<file path="src/rtl/stamp_pkg.sv">
// Shared definitions for the dual-counter timestamp reconciler.
// Assumes the coarse counter's prescale is a power of two that is narrower
// than the fine counter.
package stamp_pkg;
    timeunit 1ns;
    timeprecision 1ps;

    // Action taken on the coarse top byte after comparing the shared byte
    typedef enum logic [1:0] {
        FIX_NONE = 2'd0,
        FIX_DEC  = 2'd1,
        FIX_INC  = 2'd2
    } fix_e;

    // Width of the merged stamp: coarse bits above the shared byte plus all fine bits
    function automatic int stamp_width(input int fast_w, input int pre_log2, input int slow_w);
        return slow_w - (fast_w - pre_log2) + fast_w;
    endfunction
endpackage

</file>
<file path="src/rtl/tick_counters.sv">
// Fine and coarse free-running counters.
// The fine counter steps every clock. The coarse counter steps when an
// independent prescaler wraps. Both leave the same synchronous reset, so the
// coarse low bits track the fine high bits from the start.
module tick_counters #(
    parameter int FAST_W   = 16,
    parameter int PRE_LOG2 = 8,
    parameter int SLOW_W   = 16
) (
    input  logic              clk,
    input  logic              rst_n,
    output logic [FAST_W-1:0] fast_o,
    output logic [SLOW_W-1:0] slow_o
);
    timeunit 1ns;
    timeprecision 1ps;

    localparam int OV_W = FAST_W - PRE_LOG2;

    logic [PRE_LOG2-1:0] pre_q;
    logic                tick;

    assign tick = &pre_q;

    // Advance prescaler and both counters
    always_ff @(posedge clk) begin
        if (!rst_n) begin
            pre_q  <= '0;
            fast_o <= '0;
            slow_o <= '0;
        end else begin
            pre_q  <= pre_q + 1'b1;
            fast_o <= fast_o + 1'b1;
            if (tick) begin
                slow_o <= slow_o + 1'b1;
            end
        end
    end


    ov_align_chk: assert property (@(posedge clk) disable iff (!rst_n)
        slow_o[OV_W-1:0] == fast_o[FAST_W-1:PRE_LOG2]);


    fast_step_chk: assert property (@(posedge clk) disable iff (!rst_n)
        rst_n |=> fast_o == FAST_W'($past(fast_o) + 1'b1));
endmodule

</file>
<file path="src/rtl/capture_path.sv">
// One capture channel: a two-flop synchronizer, a delay line with a selectable
// tap, a rising-edge detector and a capture register.
// Assumes MAX_LAG >= 1 and that the lag input is held steady while the event
// is propagating.
module capture_path #(
    parameter int CNT_W   = 16,
    parameter int MAX_LAG = 2,
    parameter int LAG_W   = 2
) (
    input  logic             clk,
    input  logic             rst_n,
    input  logic             evt_i,
    input  logic [LAG_W-1:0] lag_i,
    input  logic [CNT_W-1:0] cnt_i,
    output logic             stb_o,
    output logic [CNT_W-1:0] cap_o
);
    timeunit 1ns;
    timeprecision 1ps;

    localparam logic [LAG_W-1:0] LAG_TOP = LAG_W'(MAX_LAG);

    logic             s1_q;
    logic [MAX_LAG:0] tap_q;
    logic             prev_q;
    logic [LAG_W-1:0] sel;
    logic             sig;

    // Synchronize the event and shift it down the delay line
    always_ff @(posedge clk) begin
        if (!rst_n) begin
            s1_q  <= 1'b0;
            tap_q <= '0;
        end else begin
            s1_q  <= evt_i;
            tap_q <= {tap_q[MAX_LAG-1:0], s1_q};
        end
    end

    // Clamp the lag and pick the tap
    always_comb begin
        sel = (lag_i > LAG_TOP) ? LAG_TOP : lag_i;
        sig = tap_q[sel];
    end

    assign stb_o = sig & ~prev_q;

    // Remember the tap level and load the count on a rising edge
    always_ff @(posedge clk) begin
        if (!rst_n) begin
            prev_q <= 1'b0;
            cap_o  <= '0;
        end else begin
            prev_q <= sig;
            if (stb_o) begin
                cap_o <= cnt_i;
            end
        end
    end


    cap_load_chk: assert property (@(posedge clk) disable iff (!rst_n)
        stb_o |=> cap_o == $past(cnt_i));
endmodule

</file>
<file path="src/rtl/stamp_merge.sv">
// Pairs one fine and one coarse capture and forms the merged stamp.
// The shared byte is compared. When one side has wrapped past 0xFF and the
// other has not, the coarse top byte is stepped by one.
// Assumes the two captures of one event are less than 256 clocks apart.
module stamp_merge
    import stamp_pkg::*;
#(
    parameter int FAST_W   = 16,
    parameter int PRE_LOG2 = 8,
    parameter int SLOW_W   = 16,
    localparam int STAMP_W = stamp_width(FAST_W, PRE_LOG2, SLOW_W)
) (
    input  logic               clk,
    input  logic               rst_n,
    input  logic               fast_stb_i,
    input  logic [FAST_W-1:0]  fast_cap_i,
    input  logic               slow_stb_i,
    input  logic [SLOW_W-1:0]  slow_cap_i,
    output logic [STAMP_W-1:0] stamp_o,
    output logic               vld_o
);
    timeunit 1ns;
    timeprecision 1ps;

    localparam int OV_W  = FAST_W - PRE_LOG2;
    localparam int TOP_W = SLOW_W - OV_W;

    logic [OV_W-1:0]  fast_hi;
    logic [OV_W-1:0]  slow_lo;
    logic [TOP_W-1:0] slow_top;
    logic [TOP_W-1:0] top_fix;
    fix_e             fix;
    logic             fast_have_q;
    logic             slow_have_q;
    logic             ready;
    logic             any_stb;

    assign fast_hi  = fast_cap_i[FAST_W-1:PRE_LOG2];
    assign slow_lo  = slow_cap_i[OV_W-1:0];
    assign slow_top = slow_cap_i[SLOW_W-1:OV_W];
    assign ready    = fast_have_q & slow_have_q;
    assign any_stb  = fast_stb_i | slow_stb_i;

    // Classify the shared-byte comparison
    always_comb begin
        if ((&fast_hi) && (slow_lo == '0)) begin
            fix = FIX_DEC;
        end else if ((fast_hi == '0) && (&slow_lo)) begin
            fix = FIX_INC;
        end else begin
            fix = FIX_NONE;
        end
    end

    // Apply the repair to the coarse top byte
    always_comb begin
        case (fix)
            FIX_DEC: top_fix = slow_top - 1'b1;
            FIX_INC: top_fix = slow_top + 1'b1;
            default: top_fix = slow_top;
        endcase
    end

    // Track which captures are pending and publish the merged stamp
    always_ff @(posedge clk) begin
        if (!rst_n) begin
            fast_have_q <= 1'b0;
            slow_have_q <= 1'b0;
            vld_o       <= 1'b0;
            stamp_o     <= '0;
        end else begin
            fast_have_q <= (fast_have_q & ~ready) | fast_stb_i;
            slow_have_q <= (slow_have_q & ~ready) | slow_stb_i;
            if (any_stb) begin
                vld_o <= 1'b0;
            end else if (ready) begin
                vld_o   <= 1'b1;
                stamp_o <= {top_fix, fast_cap_i};
            end
        end
    end


    low_part_chk: assert property (@(posedge clk) disable iff (!rst_n)
        ready && !any_stb |=> stamp_o[FAST_W-1:0] == $past(fast_cap_i));

    // the upper stamp bits stay within one coarse step of the coarse capture
    near_slow_chk: assert property (@(posedge clk) disable iff (!rst_n)
        ready && !any_stb |=>
            SLOW_W'(stamp_o[STAMP_W-1:PRE_LOG2] - $past(slow_cap_i) + 1'b1) <= SLOW_W'(2));


    fill_chk: assert property (@(posedge clk) disable iff (!rst_n)
        ready && !any_stb |=> vld_o);


    hold_chk: assert property (@(posedge clk) disable iff (!rst_n)
        vld_o && !any_stb |=> vld_o && $stable(stamp_o));


    clear_chk: assert property (@(posedge clk) disable iff (!rst_n)
        any_stb |=> !vld_o);
endmodule

</file>
<file path="src/rtl/dual_stamp_capture.sv">
// Top of the dual-counter timestamp reconciler.
// It holds the two counters, one capture path per counter and the merge stage.
// Assumes both paths see the same event pin and that events are spaced
// further apart than the synchronizer plus the longest lag.
module dual_stamp_capture
    import stamp_pkg::*;
#(
    parameter int FAST_W   = 16,
    parameter int PRE_LOG2 = 8,
    parameter int SLOW_W   = 16,
    parameter int MAX_LAG  = 2,
    localparam int LAG_W   = $clog2(MAX_LAG + 1),
    localparam int STAMP_W = stamp_width(FAST_W, PRE_LOG2, SLOW_W)
) (
    input  logic               clk,
    input  logic               rst_n,
    input  logic               evt_i,
    input  logic [LAG_W-1:0]   fast_lag_i,
    input  logic [LAG_W-1:0]   slow_lag_i,
    output logic [FAST_W-1:0]  fast_cnt_o,
    output logic [SLOW_W-1:0]  slow_cnt_o,
    output logic [STAMP_W-1:0] stamp_o,
    output logic               stamp_vld_o
);
    timeunit 1ns;
    timeprecision 1ps;

    logic              fast_stb;
    logic              slow_stb;
    logic [FAST_W-1:0] fast_cap;
    logic [SLOW_W-1:0] slow_cap;

    tick_counters #(
        .FAST_W  (FAST_W),
        .PRE_LOG2(PRE_LOG2),
        .SLOW_W  (SLOW_W)
    ) u_cnt (
        .clk   (clk),
        .rst_n (rst_n),
        .fast_o(fast_cnt_o),
        .slow_o(slow_cnt_o)
    );

    capture_path #(
        .CNT_W  (FAST_W),
        .MAX_LAG(MAX_LAG),
        .LAG_W  (LAG_W)
    ) u_fast_cap (
        .clk  (clk),
        .rst_n(rst_n),
        .evt_i(evt_i),
        .lag_i(fast_lag_i),
        .cnt_i(fast_cnt_o),
        .stb_o(fast_stb),
        .cap_o(fast_cap)
    );

    capture_path #(
        .CNT_W  (SLOW_W),
        .MAX_LAG(MAX_LAG),
        .LAG_W  (LAG_W)
    ) u_slow_cap (
        .clk  (clk),
        .rst_n(rst_n),
        .evt_i(evt_i),
        .lag_i(slow_lag_i),
        .cnt_i(slow_cnt_o),
        .stb_o(slow_stb),
        .cap_o(slow_cap)
    );

    stamp_merge #(
        .FAST_W  (FAST_W),
        .PRE_LOG2(PRE_LOG2),
        .SLOW_W  (SLOW_W)
    ) u_merge (
        .clk       (clk),
        .rst_n     (rst_n),
        .fast_stb_i(fast_stb),
        .fast_cap_i(fast_cap),
        .slow_stb_i(slow_stb),
        .slow_cap_i(slow_cap),
        .stamp_o   (stamp_o),
        .vld_o     (stamp_vld_o)
    );
endmodule

</file>
<file path="config.mk">
export PLATFORM = sky130hd
export DESIGN_NAME = dual_stamp_capture
export DESIGN_NICKNAME = d
export VERILOG_FILES = /design/src/rtl/stamp_pkg.sv /design/src/rtl/tick_counters.sv /design/src/rtl/capture_path.sv /design/src/rtl/stamp_merge.sv /design/src/rtl/dual_stamp_capture.sv
export SDC_FILE = /design/constraint.sdc
export NUM_CORES = 1
export LEC_CHECK = 0
export BUFFER_PORTS_ARGS = -buffer_cell sky130_fd_sc_hd__buf_4
export CAP_MARGIN = 10
export CELL_PAD_IN_SITES_DETAIL_PLACEMENT = 1
export CELL_PAD_IN_SITES_GLOBAL_PLACEMENT = 1
export CORE_ASPECT_RATIO = 0.6
export CORE_UTILIZATION = 47
export CTS_CLUSTER_DIAMETER = 80
export CTS_CLUSTER_SIZE = 25
export DETAILED_ROUTE_END_ITERATION = 10
export PLACE_DENSITY_LB_ADDON = 0.2
export SLEW_MARGIN = 10
export SYNTH_ARGS = -nofsm -noshare
export SYNTH_HDL_FRONTEND = slang
export SYNTH_SLANG_ARGS = --single-unit
export TNS_END_PERCENT = 20
</file>
<file path="constraint.sdc">
create_clock -name clk -period 6.8 [get_ports clk]
set_clock_uncertainty 0.1 [all_clocks]
set_input_delay 0.34 -clock clk [delete_from_list [all_inputs] [get_ports clk]]
set_output_delay 0.34 -clock clk [all_outputs]
set_load 0.02 [all_outputs]
</file>
# Word level (Yosys, flattened, before mapping)
# Cells that the tools add are included.
# totals
regBits,108
out_inout_bits,57
wordCells,56
# op_classes
addsub,5
order_cmp,4
eq_ne,2
muxes,9
n_bitwise,13
reduce_logical,9
# ops
operator,count
"16-bit by 1-bit adder with 16-bit output, second input constant",2
8-bit AND reduction,3
"8-bit by 1-bit adder with 8-bit output, second input constant",2
8-bit zero test,2
8-bit case mux with 2 select lines,1
2-bit 2-to-1 mux,4
"8-bit by 1-bit subtractor with 8-bit output, second input constant",1
"2-bit by 3-bit < comparator with 1-bit output, second input constant",2
1-bit AND,5
1-bit NOT,5
1-bit binary-select mux with 2-bit select,2
"2-bit > comparator, second input constant",2
1-bit bitwise OR,3
"2-bit by 1-bit == test with 1-bit output, second input constant",1
"2-bit == test, second input constant",1
1-bit logical AND,2
1-bit 2-to-1 mux,2
2-bit AND reduction,1
2-bit OR reduction,1

# Depth between registers and ports, before layout
# depth
depth_word,8
ltp_mapped,9

# Hierarchy
# A second synthesis with hierarchy kept.
# unflattened
cells_unflattened,542
hier_area_um2,4837.1
# by_module_without_submodules
module,n_inst,cells_each,area_each_um2,seq_area_each_um2
tick_counters,1,198,1706.6,800.8
capture_path,2,85,845.8,420.4
stamp_merge,1,174,1438.9,540.5

# Worst setup path before layout
# No wires, ideal clock.
# synth_timing
path_kind,register to register
start,reg u_fast_cap.cap_o[9]
end,reg u_merge.stamp_o[23]
setup_ns,0.137
t_arrival_ns,2.289
required_ns,6.563
path_slack_ns,4.274
stages_incl_launch_ff,10
path_buffers,0
synth_period_minus_slack_ns,2.526
cell_sequence,dfxtp_1 nor4b_1 and4_1 inv_2 ha_1 a21oi_1 o2111ai_1 o311a_1 o2111ai_1 o311ai_2
# synth_via
elab_chain_len,6
# synth_rtl
element,line,rtl
start: declaration,capture_path.sv:16,output logic [CNT_W-1:0] cap_o
start signal: assignment,capture_path.sv:56,cap_o <= cnt_i;
8-bit zero test,stamp_merge.sv:48,end else if ((fast_hi == '0) && (&slow_lo)) begin
1-bit logical AND,stamp_merge.sv:48,
2-bit 2-to-1 mux,stamp_merge.sv:48,
2-bit 2-to-1 mux *,stamp_merge.sv:46,if ((&fast_hi) && (slow_lo == '0)) begin
2-bit == test / 2-bit by 1-bit == test with 1-bit output (equally long branches),stamp_merge.sv:57,case (fix)
8-bit case mux with 2 select lines *,stamp_merge.sv:57,
end signal: assignment,stamp_merge.sv:78,"stamp_o <= {top_fix, fast_cap_i};"
end: declaration,stamp_merge.sv:19,"output logic [STAMP_W-1:0] stamp_o,"
# Mark *: on every way between the ends. The rest lies on a longest branch, timed or not.
# A chain may end at the register's enable or synchronous reset.

# Worst setup path in the final report
# layout_timing
start,reg u_fast_cap.cap_o[12]
end,reg u_merge.stamp_o[23]
# The elaborated chain is that of the path after synthesis.

==> out/metrics.cfg <==
[route]
wl_per_cell_microns=17.22
via_count=3608
wirelength_microns=11590
drt-vias-per-instance=5.361
first_iter_violations=153
drtAntennaViolNets=0
dr.pass1.iters=4
drc=0

[clocking]
cts_root_buf=clkbuf_16
cts-buffers-inserted=9
insertion_delay_ps=350
ctsResizeCount=0
postCtsSetupBuffers=0
ctsHtreeMaxLevel=3
clk_pin_slew_ps=70
cts_num_sinks=105
cts_tree=built
cts_buffer_depth=2
cts_hold_buf=0

[critical_path]
end_kind=flip-flop
r2r-start=u_fast_cap.cap_o[12]
worst_ep_arrival_time_ps=3070
crit_start=u_fast_cap.cap_o[12]
required_ps=6920
crit_type=reg2reg
start_kind=flip-flop
crit_fanout=12

[cells_and_area]
fin_cells=673
post-route-util_pct=58.18
finalInstanceArea_sq_um=5346
syn2layout_area_growth_pct=19.62
drive_above_1_share_pct=18.05
nNetsFinal=556
antennaDiodeCount=0
nFillCells=1064

[global_routing]
grt_max_degree=67
antenna_found_initial=0
use_met1_pct=33.51
grt_pass1_wl_microns=19130
grtUsageMet3_pct=6.483
grt_pass1_vias=3738
busiest_layer=met2
grtUsageMet2_pct=40.43
grt_remaining_overflow=0
track_usage_pct=24.92

[die]
ios=64
die_area_sq_um=9916
die_height_microns=77.54
rows=27
core_area_sq_um=9189
initial_core_util_pct=48.64
die_w_microns=127.9

[synth]
synth_area_leader_cell=dfxtp_1
yosys.cell_types.count=48
async_flop_share_pct=0
synth_most_common_cell=dfxtp_1
yosys-top-cells-count=105 x dfxtp_1, 69 x nor2_1, 48 x nand2_1, 39 x mux2i_1, 37 x a21oi_1
yosysTopAreaCellShare_pct=47.03
seq_area_frac_synth_pct=47.03
synthCells=482
ys.flop_type=dfxtp_1
yosysWarningCount=0
synthesis.area_sq_um=4469
ys_top_cells_by_area=dfxtp_1 47%, mux2i_1 8.7%, nor2_1 5.8%, a21oi_1 4.1%, nand2_1 4.0%
avgSynthCellArea_sq_um=9.272
synth-edff-count=0
synth_seq_cells=105
syn_nets=500

[place]
gp_congestion=0.9152
dp.cells=657
port_buffers=63
place_hpwl_microns=8142
post_dp_cell_area_sq_um=5030

[sta]
finalCriticalPeriod_ps=2950
fmax_mhz=338.9
worst_slew_pin_slew_ps=1214
timing_hold_violations_final=0
grt_setup_unrepaired=false
hold-worst-slack_ps=96.79
setup_viol=0
slew_violations=0
tns_ps=0
maxSlewHeadroom_pct=18.79
post-route-period-util_pct=43.39

[pwr]
p_per_area_nw_per_um2=228.1
leakage_nw=2.077
ir_drop_v=0.0001243

[min_path]
hp-class=in2reg
min_from=evt_i

[run]
maxCapViolCount=0

[run_status]
status=finished clean

==> worst paths after layout <==
path / end / slack (ps) / cells past startpoint
max: u_merge.stamp_o[23] / 3850 / 9
min: u_slow_cap.s1_q / 100 / 2
max reg2reg: u_merge.stamp_o[23] / 3850 / 9
min reg2reg: u_fast_cap.tap_q[0] / 340 / 1
==> layout make-up <==
| cell class | instances | area (sq um) | area share (%) |
|---|---|---|---|
| Clock buffer | 11 | 252.7 | 4.727 |
| Multi-Input combinational cell | 344 | 2225 | 41.61 |
| Timing Repair Buffer | 66 | 495.5 | 9.267 |
| Inverter | 12 | 45.04 | 0.8425 |
| Sequential cell | 105 | 2102 | 39.32 |
| Clock inverter | 5 | 63.81 | 1.194 |
| Tap cell | 130 | 162.7 | 3.042 |
==> critical path, stage by stage (launching register included) <==
cell and delay (ps):
dfxtp_1 340, nor4_1 340, and4_1 360, inv_2 170
ha_1 300, a21oi_1 220, o2111ai_1 230, o311a_1 360
o2111ai_1 250, o311ai_2 130
==> metal layers <==
metal,routed length (microns),vias up
li1,-,1776
met1,5755,1771
met2,5337,53
met3,412,8
met4,81,0
met5,0,-
==> metrics by stage <==
step | setup slack, ps | total power, mW
global placement | 4012 | 0.6901
CTS | 3848 | 1.229
global route | 3646 | 1.263
floorplan | 4274 | 0.6763
detailed placement | 3861 | 0.6919
finish | 3850 | 1.220
==> cell usage in the layout, fill, tap and decap left out, types with 3 or more instances in the layout <==
| master | n |
|---|---|
| a211oi_1 | 4 |
| inv_1 | 10 |
| o2111ai_1 | 3 |
| buf_4 | 66 |
| a21oi_1 | 37 |
| clkinv_4 | 3 |
| o21ai_1 | 4 |
| xnor2_1 | 16 |
| clkbuf_16 | 9 |
| nand4_1 | 4 |
| and2_1 | 8 |
| dfxtp_1 | 105 |
| xor2_1 | 15 |
| or3_1 | 10 |
| mux2i_1 | 39 |
| nor3_1 | 8 |
| nor2_1 | 69 |
| nand2_1 | 48 |
| and4_1 | 8 |
| ha_1 | 10 |
| o21ai_0 | 12 |
| and3_1 | 4 |
| nand3_1 | 16 |
==> cells by family (layout without fill, tap and decap cells) <==
kind of cell             count (synthesis)  after routing  share of synthesized area, %
flip-flops                             105            105                         47.03
multiplexers                            39             39                         8.735
buffers and inverters                   33             94                         3.667
AO/OA/AOI/OAI                           71             71                         9.603
XOR/XNOR                                31             31                         6.075
adder cells (fa/ha/maj)                 11             11                         3.247
AND/OR/NAND/NOR                        192            192                         21.64
==> power breakdown <==
part | switching, mW | total [mW] | internal (mW) | leakage [nW]
clock | 0.235 | 0.542 | 0.308 | 0.152
combinational | 0.0318 | 0.0504 | 0.0185 | 1.08
sequential | 0.00602 | 0.627 | 0.621 | 0.848
total | 0.272 | 1.22 | 0.947 | 2.08
==> state kept, by name, summed over array words and instances (netlist names) <==
name                 cells
u_merge.stamp_o         24
u_cnt.fast_o            16
u_cnt.slow_o            16
u_fast_cap.cap_o        16
u_slow_cap.cap_o        16
u_cnt.pre_q              8
u_fast_cap.tap_q         3
u_fast_cap.prev_q        1
u_merge.fast_have_q      1
u_merge.slow_have_q      1
u_merge.vld_o            1
u_slow_cap.prev_q        1
u_slow_cap.s1_q          1
Note: power is estimated with default switching activity, not from simulation.
